--- src/rtl/uart_rx_pkg.sv ---
package uart_rx_pkg;

    localparam int RX_DATA_W = 8;
    localparam int RX_MAX_W  = RX_DATA_W + 1;

    typedef enum logic [1:0] {
        ST_IDLE,
        ST_START,
        ST_DATA,
        ST_STOP
    } rx_state_e;

    typedef struct packed {
        logic [RX_DATA_W-1:0] data;
        logic                 ninth;
        logic                 stop;
        logic                 mode9;
    } rx_frame_t;

    // Index of the final data bit for the chosen frame width
    function automatic logic [3:0] last_bit_idx(input logic mode9);
        return mode9 ? 4'(RX_DATA_W) : 4'(RX_DATA_W - 1);
    endfunction

    // Total bits of the widest frame: start + data + ninth + stop
    function automatic int wide_frame_bits();
        return RX_MAX_W + 2;
    endfunction

endpackage

--- src/rtl/rx_sync.sv ---
module rx_sync #(
    parameter int STAGES = 2
) (
    input  logic clk,
    input  logic rst,
    input  logic din,
    output logic dout
);
    logic [STAGES-1:0] pipe;

    always_ff @(posedge clk) begin
        if (rst) begin
            pipe <= '1;
        end else begin
            pipe <= {pipe[STAGES-2:0], din};
        end
    end

    assign dout = pipe[STAGES-1];
endmodule

--- src/rtl/rx_break_det.sv ---
module rx_break_det #(
    parameter int LIMIT = 177
) (
    input  logic clk,
    input  logic rst,
    input  logic tick,
    input  logic line,
    output logic brk_hit
);
    localparam int CW = $clog2(LIMIT + 1);

    logic [CW-1:0] low_cnt;

    always_ff @(posedge clk) begin
        if (rst) begin
            low_cnt <= '0;
            brk_hit <= 1'b0;
        end else begin
            brk_hit <= 1'b0;
            if (tick) begin
                if (line) begin
                    low_cnt <= '0;
                end else if (low_cnt != CW'(LIMIT)) begin
                    low_cnt <= low_cnt + 1'b1;
                    if (low_cnt == CW'(LIMIT - 1)) begin
                        brk_hit <= 1'b1;
                    end
                end
            end
        end
    end
endmodule

--- src/rtl/rx_frame_fsm.sv ---
module rx_frame_fsm
    import uart_rx_pkg::*;
#(
    parameter int OSR = 16
) (
    input  logic      clk,
    input  logic      rst,
    input  logic      tick,
    input  logic      line,
    input  logic      nine_bit,
    output logic      frm_done,
    output rx_frame_t frm
);
    localparam int OSW  = $clog2(OSR);
    localparam int HALF = OSR / 2;

    rx_state_e            state;
    logic [OSW-1:0]       os_cnt;
    logic [3:0]           bit_idx;
    logic [RX_MAX_W-1:0]  shreg;
    logic                 mode9;
    logic                 line_prev;

    always_ff @(posedge clk) begin
        if (rst) begin
            state     <= ST_IDLE;
            os_cnt    <= '0;
            bit_idx   <= '0;
            shreg     <= '0;
            mode9     <= 1'b0;
            line_prev <= 1'b1;
            frm_done  <= 1'b0;
            frm       <= '0;
        end else begin
            frm_done <= 1'b0;
            if (tick) begin
                line_prev <= line;
                unique case (state)
                    ST_IDLE: begin
                        if (line_prev && !line) begin
                            state  <= ST_START;
                            os_cnt <= '0;
                        end
                    end
                    ST_START: begin
                        if (os_cnt == OSW'(HALF - 1)) begin
                            os_cnt <= '0;
                            if (line) begin
                                state <= ST_IDLE;
                            end else begin
                                state   <= ST_DATA;
                                bit_idx <= '0;
                                shreg   <= '0;
                                mode9   <= nine_bit;
                            end
                        end else begin
                            os_cnt <= os_cnt + 1'b1;
                        end
                    end
                    ST_DATA: begin
                        if (os_cnt == OSW'(OSR - 1)) begin
                            os_cnt         <= '0;
                            shreg[bit_idx] <= line;
                            if (bit_idx == last_bit_idx(mode9)) begin
                                state <= ST_STOP;
                            end else begin
                                bit_idx <= bit_idx + 1'b1;
                            end
                        end else begin
                            os_cnt <= os_cnt + 1'b1;
                        end
                    end
                    ST_STOP: begin
                        if (os_cnt == OSW'(OSR - 1)) begin
                            os_cnt    <= '0;
                            state     <= ST_IDLE;
                            frm_done  <= 1'b1;
                            frm.data  <= shreg[RX_DATA_W-1:0];
                            frm.ninth <= shreg[RX_DATA_W];
                            frm.stop  <= line;
                            frm.mode9 <= mode9;
                        end else begin
                            os_cnt <= os_cnt + 1'b1;
                        end
                    end
                    default: state <= ST_IDLE;
                endcase
            end
        end
    end
endmodule

--- src/rtl/uart_rx_err.sv ---
module uart_rx_err
    import uart_rx_pkg::*;
#(
    parameter int OSR         = 16,
    parameter int SYNC_STAGES = 2
) (
    input  logic                 clk,
    input  logic                 rst,
    input  logic                 rxd,
    input  logic                 tick16,
    input  logic                 nine_bit,
    input  logic                 ext_en,
    input  logic                 buf_rd,
    input  logic                 ri_clr,
    input  logic                 stat_rd,
    output logic [RX_DATA_W-1:0] rx_data,
    output logic                 rx_bit9,
    output logic                 ri,
    output logic                 err_frame,
    output logic                 err_break,
    output logic                 err_over
);
    localparam int BRK_LIMIT = wide_frame_bits() * OSR + 1;

    logic      line_s;
    logic      frm_done;
    rx_frame_t frm;
    logic      brk_hit;
    logic      accept;
    logic      bit9_val;

    rx_sync #(.STAGES(SYNC_STAGES)) u_sync (
        .clk  (clk),
        .rst  (rst),
        .din  (rxd),
        .dout (line_s)
    );

    rx_frame_fsm #(.OSR(OSR)) u_fsm (
        .clk      (clk),
        .rst      (rst),
        .tick     (tick16),
        .line     (line_s),
        .nine_bit (nine_bit),
        .frm_done (frm_done),
        .frm      (frm)
    );

    rx_break_det #(.LIMIT(BRK_LIMIT)) u_brk (
        .clk     (clk),
        .rst     (rst),
        .tick    (tick16),
        .line    (line_s),
        .brk_hit (brk_hit)
    );

    always_comb begin
        accept   = frm_done && (!ri || ext_en);
        bit9_val = frm.mode9 ? frm.ninth : frm.stop;
    end

    always_ff @(posedge clk) begin
        if (rst) begin
            rx_data   <= '0;
            rx_bit9   <= 1'b0;
            ri        <= 1'b0;
            err_frame <= 1'b0;
            err_break <= 1'b0;
            err_over  <= 1'b0;
        end else begin
            if (ri_clr)  ri       <= 1'b0;
            if (buf_rd)  err_over <= 1'b0;
            if (stat_rd) begin
                err_frame <= 1'b0;
                err_break <= 1'b0;
            end
            if (brk_hit && ext_en) err_break <= 1'b1;
            if (accept) begin
                rx_data <= frm.data;
                rx_bit9 <= bit9_val;
                ri      <= 1'b1;
                if (ri)                 err_over  <= 1'b1;
                if (ext_en && !frm.stop) err_frame <= 1'b1;
            end
        end
    end
endmodule

--- config.mk ---
export PLATFORM = sky130hd
export DESIGN_NAME = uart_rx_err
export DESIGN_NICKNAME = d
export VERILOG_FILES = /design/src/rtl/uart_rx_pkg.sv /design/src/rtl/rx_sync.sv /design/src/rtl/rx_break_det.sv /design/src/rtl/rx_frame_fsm.sv /design/src/rtl/uart_rx_err.sv
export SDC_FILE = /design/constraint.sdc
export NUM_CORES = 1
export LEC_CHECK = 0
export ABC_AREA = 0
export BUFFER_PORTS_ARGS = -buffer_cell sky130_fd_sc_hd__buf_2
export CORE_MARGIN = 3
export CORE_UTILIZATION = 37
export DETAILED_ROUTE_END_ITERATION = 10
export MAX_ROUTING_LAYER = met4
export PLACE_DENSITY = 0.64
export SKIP_CTS_REPAIR_TIMING = 1
export SYNTH_ARGS = -nofsm -noshare
export SYNTH_HDL_FRONTEND = slang
export SYNTH_SLANG_ARGS = --single-unit
--- constraint.sdc ---
create_clock -name clk -period 3.2 [get_ports clk]
set_input_delay 0.48 -clock clk [delete_from_list [all_inputs] [get_ports clk]]
set_output_delay 0.48 -clock clk [all_outputs]
set_load 0.03 [all_outputs]
; ---- Word level (Yosys, flattened, before mapping)
; Cells that the tools add are included.
[word_totals]
regBits = 57
input_bits = 9
out_inout_bits = 13
elab_cells = 107
[classes]
add_sub_neg = 3
order_cmp = 2
eq_ne = 15
muxes = 39
n_bitwise = 4
reduce_logical = 24
[ops]
columns = cell, count
row1 = two-way mux 4 bit, 8
row2 = two-way mux 9 bit, 3
row3 = case mux 9 bit (2 select lines), 1
row4 = two-way mux 8 bit, 2
row5 = two-way mux 1 bit, 14
row6 = two-way mux 2 bit, 6
row7 = case mux 4 bit (3 select lines), 1
row8 = AND reduction 6 bit, 2
row9 = "inequality test 2 x 1 -> 1 bit, second input constant", 5
row10 = bitwise mux 9 bit, 1
row11 = "adder 4 x 1 -> 4 bit, second input constant", 2
row12 = "adder 8 x 1 -> 8 bit, second input constant", 1
row13 = "== test 8 bit, second input constant", 1
row14 = "inequality test 8 bit, second input constant", 1
row15 = case mux 2 bit (4 select lines), 1
row16 = case mux 4 bit (2 select lines), 1
row17 = nonzero test 2 bit, 4
row18 = logical AND 1 bit, 5
row19 = "< comparator 4 x 5 -> 1 bit, second input constant", 1
row20 = AND reduction 5 bit, 1
row21 = demux 1 bit (select 4 bit), 1
row22 = "== test 2 bit, second input constant", 2
row23 = "== test 4 x 3 -> 1 bit, second input constant", 1
row24 = == test 4 bit, 1
row25 = 14 further kinds, 21

; ---- Depth between registers and ports, before layout
[depth]
ltp_word = 7
depth_mapped = 8
mapped_depth_nobuf = 6

; ---- Cells and area by module
; From an unflattened synthesis, not the netlist that was laid out.
[unflattened]
cells_unflattened = 302
area_unflattened_um2 = 2710.1
[modules_own_cells]
columns = module, instances, cells_each, area_per_inst_um2, seq_area_each_um2
row1 = rx_frame_fsm, 1, 179, 1577.8, 660.6
row2 = uart_rx_err, 1, 59, 564.3, 260.2
row3 = rx_break_det, 1, 60, 515.5, 180.2
row4 = rx_sync, 1, 4, 52.6, 40.0

; ---- Worst setup path after synthesis
; OpenSTA, ideal clock, no wires.
[synth_timing]
kind = reg2reg
from = reg u_fsm.os_cnt[0]
to = reg u_fsm.frm[0] (netlist name)
setup_time_ps = 128
arrival_ps = 1481
t_required_ps = 3072
setup_slack_ps = 1592
stages_incl_launch_ff = 9
path_buffers = 3
synth_period_minus_slack_ps = 1608
path_cell_list = dfxtp_1 ha_1 buf_4 and4_4 and3_1 buf_6 buf_12 mux2i_1 nor2_1
[synth_between]
elab_chain_len = 2
[synth_rtl]
columns = element, line_no
row1 = "start, declared", rx_frame_fsm.sv:18  ; logic [OSW-1:0] os_cnt;
row2 = "start signal, assigned", rx_frame_fsm.sv:57  ; os_cnt <= os_cnt + 1'b1;
row3 = "start signal, assigned", rx_frame_fsm.sv:70  ; os_cnt <= os_cnt + 1'b1;
row4 = "start signal, assigned", rx_frame_fsm.sv:83  ; os_cnt <= os_cnt + 1'b1;
row5 = == test 4 bit, rx_frame_fsm.sv:74  ; if (os_cnt == OSW'(OSR - 1)) begin
row6 = AND reduction 3 bit (no source line), n/a
; Every way passes these cells.
; A chain may end at the register's enable or synchronous reset.

; ---- Worst setup path in the final report
[layout_timing]
from = reg u_fsm.os_cnt[0]
to = reg u_fsm.frm[10] (netlist name)
[layout_between]
elab_chain_len = 2
[layout_rtl]
columns = element, line_no
row1 = == test 4 bit, rx_frame_fsm.sv:74
row2 = AND reduction 3 bit (no source line), n/a
; Every way passes these cells.

==> run metrics <==
crit path capture=u_fsm.frm[10]; max-slew violation count=0; sequential area share after synthesis=43.06%; endpoints failing setup=0; post-detailed-route DRC marker count=0; leak pwr=0.001172 uW; Clock Tree Root=clkbuf_8; CP delay by family, top=simple AND/OR/NAND/NOR gates; final hold violation count=0; Power, Total=1489 uW; power per standard cell area=498.3 nW/um2; final WL=4.997 mm; CP cell instances=ha_1 -> and4_4 -> and3_1 -> mux2i_1 -> nor2_1; type of the worst min-delay path=in2reg; I/O Pins=22; Synth warnings=0; area share of the largest cell type after synthesis=43.06%; All-Layer GR Usage=between 10% and 20%; worst-skew pair later-pin latency=0.34 ns; worst reg2reg path depth=5; Placer Congestion=0.8052; synth unique cells=51; Yosys top cell by area=dfxtp_1; Syn Nets=303; Mean Syn Cell Area=9.266 um2; crit path capture type=register; CTS tree=yes; core area=6869 um2; worst-path fanout max=12; via density per instance=5.000; First-pass DRT Iterations=5; Slew headroom=52.21%; total grt overflow=0; synthesized flop and latch total=between 50 and 60; Routed Antenna Nets=0; overall die height=90.63 um; Worst path depth=5; number of synthesized flops with an enable pin=0; number of max-cap violations=0; H-tree Lvls=3; largest net degree at the start of global routing=30; Fin Setup TNS=0 ns; clock tree buffer depth=2; reg2reg end=u_fsm.frm[10]; hold_ws=0.3167 ns; run status=finished, final reports clean; Buffers on Ports=21; Core Rows=30; CP peak stage delay=0.63 ns; FF-to-FF Start=u_fsm.os_cnt[0]; share of layout cells above drive strength 1=16.23%; die area=8214 um2; Critical Path RT=3.41 ns; Final Non-Filler Cells=404; CP max-delay cell=and3_1; number of global-route vias before repair=1840; initial antenna violation count=0; ranking of synthesized cells by area=dfxtp_1 43%, mux2i_1 8.3%, nor2_1 4.8%; Fmax=between 400 and 500 MHz; initial drt markers=128; Routed wire per std cell=12.37 um; post-layout minimum cycle time=2.106 ns; Worst VDD drop=0.3119 mV; RSZ-0062 raised after global routing=no; Placed Cells incl. Taps=between 300 and 400; WP buf/inv=0; Mapped Cells=286; mapped cell area=2650 um2; first-pass GRT wire length=8.597 mm; Startpoint Class=register; worst slew pin tran=0.7169 ns; worst endpoint data arrival time=2.31 ns; Initial Utilization=between 30% and 40%; Post-synth top flop=dfxtp_1; TritonCTS Buffers=9; final worst path period share=about two thirds; clk_skew=0.008440 ns; clk slew on worst S/H paths=~0.07 ns; fin nets=320; die width=between 90 and 100 um; via count=2020; R2R Setup Slk=1.09 ns; CP startpoint=u_fsm.os_cnt[0]; number of diodes=0; clk sinks=57; critical path type=reg2reg; ys async rst share=0%; Layout area overhead=12.80%; hpwl dp=3.401 mm
==> worst min-delay path by stage <==
stage                   startpoint  depth (start not counted)  slack (ns)             end
floorplan           u_sync.pipe[0]                          1        0.39  u_sync.pipe[1]
global placement    u_sync.pipe[0]                          1        0.39  u_sync.pipe[1]
detailed placement  u_sync.pipe[0]                          1        0.39  u_sync.pipe[1]
CTS                            rxd                          2        0.30  u_sync.pipe[0]
global route                   rxd                          2        0.30  u_sync.pipe[0]
finish                         rxd                          2        0.32  u_sync.pipe[0]
==> routing by layer <==
metal / global-route usage, % / up-vias / wire length [um]
met5: - / - / 0
met4: 6.505 / 0 / 85
met3: 5.000 / 7 / 265
met2: 19.27 / 45 / 2116
met1: 16.69 / 928 / 2530
li1: - / 1040 / -
==> report_power, final <==
part | internal [uW] | total, uW | leakage [uW] | switching [uW]
clock | 437 | 732 | 0.000109 | 295
combinational | 14.5 | 38.1 | 0.000603 | 23.6
sequential | 714 | 719 | 0.000460 | 5.68
==> registers in the layout, indices dropped and copies added, names as in the netlist, 2 cells and up, named ones only <==
register / count
u_sync.pipe: 2
u_fsm.shreg: 9
u_fsm.os_cnt: 4
rx_data: 8
u_fsm.frm: 11
u_brk.low_cnt: 8
u_fsm.bit_idx: 4
==> per-stage QoR <==
stage	worst slack, ns	area (um2)	utilization [%]
final	1.094	2989	43.52
after global routing	0.9022	2989	43.52
after CTS	1.067	2989	43.52
after detailed placement	1.089	2770	40.33
after global placement	1.151	2770	40.33
after floorplan	1.592	2650	-
==> area by class of cell <==
class                   instances  area [um2]
repair buffers                 23       120.1
flip-flops and latches         57        1141
multi-input cells             199        1340
inverters                      13       48.80
fillers                       688        3880
well taps                      96       120.1
clock buffers                   9       123.9
clock inverters                 7       95.09
==> cell usage after synthesis, drive strengths merged, types with 2 or more instances <==
| cell | number |
|---|---|
| nor3 | 3 |
| inv | 13 |
| o21ai | 22 |
| a311oi | 2 |
| and3 | 6 |
| a211oi | 3 |
| a31oi | 3 |
| nand2 | 7 |
| a21oi | 23 |
| buf | 13 |
| mux2i | 22 |
| nand3 | 4 |
| nand4 | 7 |
| clkbuf | 4 |
| xor2 | 5 |
| nand3b | 2 |
| or3 | 2 |
| nand4b | 4 |
| xnor2 | 2 |
| nor3b | 2 |
| a21o | 3 |
| ha | 8 |
| and4 | 2 |
| nand2b | 5 |
| nor2 | 34 |
| or2 | 3 |
| dfxtp | 57 |
| nor2b | 11 |
==> placed cells by master (no fill, tap or decap), types with 4 or more instances in the layout <==
cell      Yosys  routed
nand4_1       7       7
nand2b_1      5       5
mux2i_1      22      22
and3_1        6       6
xor2_1        5       5
nor2_1       34      34
ha_1          8       8
dfxtp_1      57      57
buf_2         5      21
inv_1        13      13
clkbuf_8      0       9
nand2_1       7       7
o21ai_1       5       6
a21oi_1      23      23
nand3_1       4       4
o21ai_0      17      16
nor2b_1      11      11
==> cells by family after synthesis <==
| logic type | Yosys count | synth area share (%) |
|---|---|---|
| flops | 57 | 43.06 |
| compound gates | 63 | 14.45 |
| mux | 23 | 8.735 |
| buf+inv | 30 | 6.373 |
| simple gates | 98 | 21.29 |
| fa+ha+maj | 8 | 3.777 |
| xor+xnor | 7 | 2.314 |
(Power assumes the default switching activity.)
